<file path="config.mk">
export PLATFORM = sky130hd
export DESIGN_NAME = nand_blk_health
export DESIGN_NICKNAME = d
export VERILOG_FILES = /design/src/rtl/nand_blk_health.sv
export SDC_FILE = /design/constraint.sdc
export NUM_CORES = 1
export LEC_CHECK = 0
export BUFFER_PORTS_ARGS = -buffer_cell sky130_fd_sc_hd__clkbuf_2
export CAP_MARGIN = 20
export CORE_MARGIN = 2
export CORE_UTILIZATION = 23
export DETAILED_ROUTE_END_ITERATION = 12
export GPL_ROUTABILITY_DRIVEN = 0
export GPL_TIMING_DRIVEN = 1
export SETUP_SLACK_MARGIN = 0.15
export SKIP_CTS_REPAIR_TIMING = 1
export SYNTH_ARGS = -nofsm -noshare
export SYNTH_HDL_FRONTEND = slang
export SYNTH_SLANG_ARGS = --single-unit
export TNS_END_PERCENT = 20
</file>
<file path="constraint.sdc">
create_clock -name clk -period 4.24 [get_ports clk]
set_input_delay 1.06 -clock clk [delete_from_list [all_inputs] [get_ports clk]]
set_output_delay 1.06 -clock clk [all_outputs]
set_load 0.01 [all_outputs]
</file>
<file path="src/rtl/nand_blk_health.sv">
module nand_blk_health #(
  parameter int BLKS_PER_LUN = 16,
  parameter int NUM_LUNS     = 2,
  parameter int WEAR_W       = 16,
  parameter int MAX_BAD      = 8,
  parameter int IDX_W        = 32,
  localparam int NUM_BLKS    = BLKS_PER_LUN * NUM_LUNS,
  localparam int BLK_W       = (NUM_BLKS > 1) ? $clog2(NUM_BLKS) : 1
) (
  input  logic                     clk,
  input  logic                     rst_n,
  input  logic                     init_start,
  input  logic [WEAR_W-1:0]        init_wear,
  input  logic                     bad_valid,
  input  logic [IDX_W-1:0]         bad_index,
  output logic                     init_busy,
  output logic                     init_err,
  input  logic                     erase_en,
  input  logic [BLK_W-1:0]         erase_blk,
  input  logic [BLK_W-1:0]         query_blk,
  output logic                     query_valid,
  output logic signed [WEAR_W-1:0] query_wear
);
  localparam logic [IDX_W-1:0] END_MARK = '1;
  localparam int CNT_W = $clog2(MAX_BAD + 1);

  logic signed [WEAR_W-1:0] wear_q [NUM_BLKS];
  logic [NUM_BLKS-1:0]      bad_q;
  logic                     busy_q, err_q;
  logic [CNT_W-1:0]         cnt_q;
  logic signed [WEAR_W-1:0] load_val;
  logic                     list_take, is_end, in_range, mark_hit, last_slot;
  logic [BLK_W-1:0]         mark_blk;

  assign load_val  = (init_wear == '0) ? '1 : init_wear;
  assign list_take = busy_q & bad_valid & ~init_start;
  assign is_end    = (bad_index == END_MARK);
  assign in_range  = (bad_index < IDX_W'(NUM_BLKS));
  assign mark_hit  = list_take & ~is_end & in_range;
  assign last_slot = (cnt_q == CNT_W'(MAX_BAD - 1));
  assign mark_blk  = bad_index[BLK_W-1:0];

  always_ff @(posedge clk) begin
    if (!rst_n) begin
      busy_q <= 1'b0;
      err_q  <= 1'b0;
      cnt_q  <= '0;
    end else if (init_start) begin
      busy_q <= 1'b1;
      err_q  <= 1'b0;
      cnt_q  <= '0;
    end else if (list_take) begin
      if (is_end) begin
        busy_q <= 1'b0;
      end else if (!in_range) begin
        err_q  <= 1'b1;
        busy_q <= 1'b0;
      end else begin
        cnt_q <= cnt_q + 1'b1;
        if (last_slot) busy_q <= 1'b0;
      end
    end
  end

  for (genvar g = 0; g < NUM_BLKS; g++) begin : g_blk
    always_ff @(posedge clk) begin
      if (!rst_n) begin
        wear_q[g] <= '0;
        bad_q[g]  <= 1'b0;
      end else if (init_start) begin
        wear_q[g] <= load_val;
        bad_q[g]  <= 1'b0;
      end else begin
        if (mark_hit && mark_blk == BLK_W'(g)) bad_q[g] <= 1'b1;
        if (erase_en && erase_blk == BLK_W'(g) && wear_q[g] > 0)
          wear_q[g] <= wear_q[g] - 1'b1;
      end
    end
  end

  assign query_wear  = wear_q[query_blk];
  assign query_valid = ~bad_q[query_blk] & (query_wear != '0);
  assign init_busy   = busy_q;
  assign init_err    = err_q;
endmodule

</file>
==> results_dict.tcl <==
set metrics [dict create \
    yosys-top-cells-count "o21ai_0, edfxtp_1, xnor2_1, nor2_1, nand2_1" \
    ys_warn_count 0 \
    synthesis.area_um2 33000 \
    start_util 0.232 \
    power.density_nw_per_um2 378 \
    synth_cells 3003 \
    die_area_um2 146000 \
    ant_nets 0 \
    first_pass_iters 6 \
    viasPerCell 5.19 \
    wl_per_cell_um 21.8 \
    tns_ns -1.21 \
    synth-edff-count 512 \
    pin_count 82 \
    hold_path_class "reg -> reg" \
    port_buffers 81 \
    dp_hpwl_um 82100 \
    rows 138 \
    synth_top_area_cell "edfxtp_1" \
    synth_top_area_share 0.466 \
    yosysMostFrequentCell "o21ai_0" \
    drc 0 \
    worstSetupPathType "in -> out" \
    antenna_found_initial 17 \
    grt_pass1_wl_um 166000 \
    fin_nets 3349 \
    syn_nets 3131 \
    finClkSkew_ns 0.0161 \
    status "finished with violations" \
    drt_wl_total_um 113000 \
    fmax_mhz 205 \
    die_x_um 383 \
    clkTransAtPathRegs_ns 0.07 \
    htreeDepth 3 \
    grt_use_total 0.148 \
    setup_slack_ns -0.643 \
    grt_max_degree 38 \
    power.leakage_uw 0.0137 \
    worstPathArrival_ns 3.82 \
    setup_violations 9 \
    yosys.cell_types.count 50 \
    ir_drop_uv 217 \
    synth_ff_type "edfxtp_1" \
    cts_tree "built" \
    synthTopCellsByArea "edfxtp_1, xnor2_1, mux4_2" \
    dp_slack_ns -0.897 \
    gr-total-overflow 0 \
    drive_gt1_frac 0.173 \
    finalHoldViolations 0 \
    critPathLaunchType "input pin" \
    area_growth_pct 20.4 \
    synth_area_per_cell_um2 11.0 \
    root_buffer "clkbuf_16" \
    clockBufferDepth 3 \
    min_period_ns 4.88 \
    endpoint_kind "output pin" \
    worstPathMaxFanout 7 \
    drt_iter0_drc 3527 \
    slew_headroom 0.266 \
    fin_crit_sh 1.15 \
    required_ns 3.18 \
    worst_pin_slew_ns 1.10 \
    ys_ff_latch 550 \
    drv_cap 0 \
    clk_latency_ns 0.61 \
    die_h_um 383 \
    violations "setup timing" \
    rsz0062_at_grt "yes" \
    final_max_slew_viol_count 0 \
    ys_seq_area_frac 0.490 \
    core_um2 142000 \
    grt_pass1_vias 25000 \
    cts_num_sinks 550 \
    numCtsBuffers 66 \
    dr_total_vias 26800 \
    r2r_slack_ns 1.36 \
    synthArstFlopShare 0 \
]
==> final timing paths <==
path | from | endpoint | cells past startpoint
max | query_blk[0] | query_valid | 11
min | bad_q[2]$_SDFFE_PP0P_ | bad_q[2]$_SDFFE_PP0P_ | 2
max reg2reg | wear_q[26][4]$_DFFE_PP_ | wear_q[26][15]$_DFFE_PP_ | 7
min reg2reg | bad_q[2]$_SDFFE_PP0P_ | bad_q[2]$_SDFFE_PP0P_ | 2
==> per-layer routing <==
metal  global-route usage  wire (um)  vias to the layer above
li1                     -          -                    11900
met1                0.207      48300                    13400
met2                0.219      48600                     1350
met3               0.0445      12500                      208
met4               0.0472       3400                       18
met5                    0        111                        -
==> kinds of logic after synthesis <==
family / after synthesis / synth area share
AOI/OAI and AO/OA: 685 / 0.114
muxes: 155 / 0.0940
and+or+nand+nor: 894 / 0.138
adders and majority gates: 65 / 0.0247
DFF: 550 / 0.490
xor gates and xnor gates: 418 / 0.111
buffers and inverters: 236 / 0.0292
==> flip-flops by register name, indices dropped and copies added, names as in the netlist <==
name	cells
wear_q	512
init_busy	1
cnt_q	4
bad_q	32
init_err	1
==> cell type report <==
type                       count  area, um^2
fill                       14700      102000
clock buffer                  83        1910
clock inverter                36         319
multi-input combinational   2217       16200
timing repair buffer         297        2380
sequential                   550       16100
antenna                        7        17.5
tap                         1890        2360
inverter                      89         334
==> layout by cell type, fill, tap and decap left out, drive strengths merged, types with 33 or more instances in the layout <==
cell type,count
xor2,106
nand2,164
inv,89
ha,65
nand3,60
nor3,156
dfxtp,38
nor2,204
edfxtp,512
mux4,122
a21oi,55
mux2i,33
nor4,148
clkbuf,162
or4,52
o21ai,527
xnor2,312
buf,218
==> critical path, stage by stage <==
cell	delay [ns]
buf_16	0.13
buf_16	0.15
buf_12	0.11
mux4_2	0.52
a221oi_1	0.35
a22oi_1	0.17
or4_4	0.57
nor4b_2	0.25
buf_4	0.16
a31oi_4	0.14
buf_6	0.17
==> stage by stage <==
step | hold WS (ns) | util | instances | instance area, um^2 | power (uW)
after floorplan | 0.431 | - | 3003 | 33000 | 8120
after global placement | 0.445 | 0.259 | 5020 | 36800 | 9010
after detailed placement | 0.450 | 0.260 | 5023 | 36900 | 9040
after CTS | 0.468 | 0.276 | 5142 | 39100 | 14900
after global routing | 0.491 | 0.279 | 5167 | 39700 | 15500
final | 0.465 | 0.280 | 5169 | 39700 | 15000
==> power breakdown <==
part / switching [uW] / internal (uW) / leakage [uW]
sequential: 517 / 6330 / 0.00597
clock: 2370 / 3540 / 0.00109
combinational: 1250 / 984 / 0.00663
Note: power is estimated with default switching activity, not from simulation.
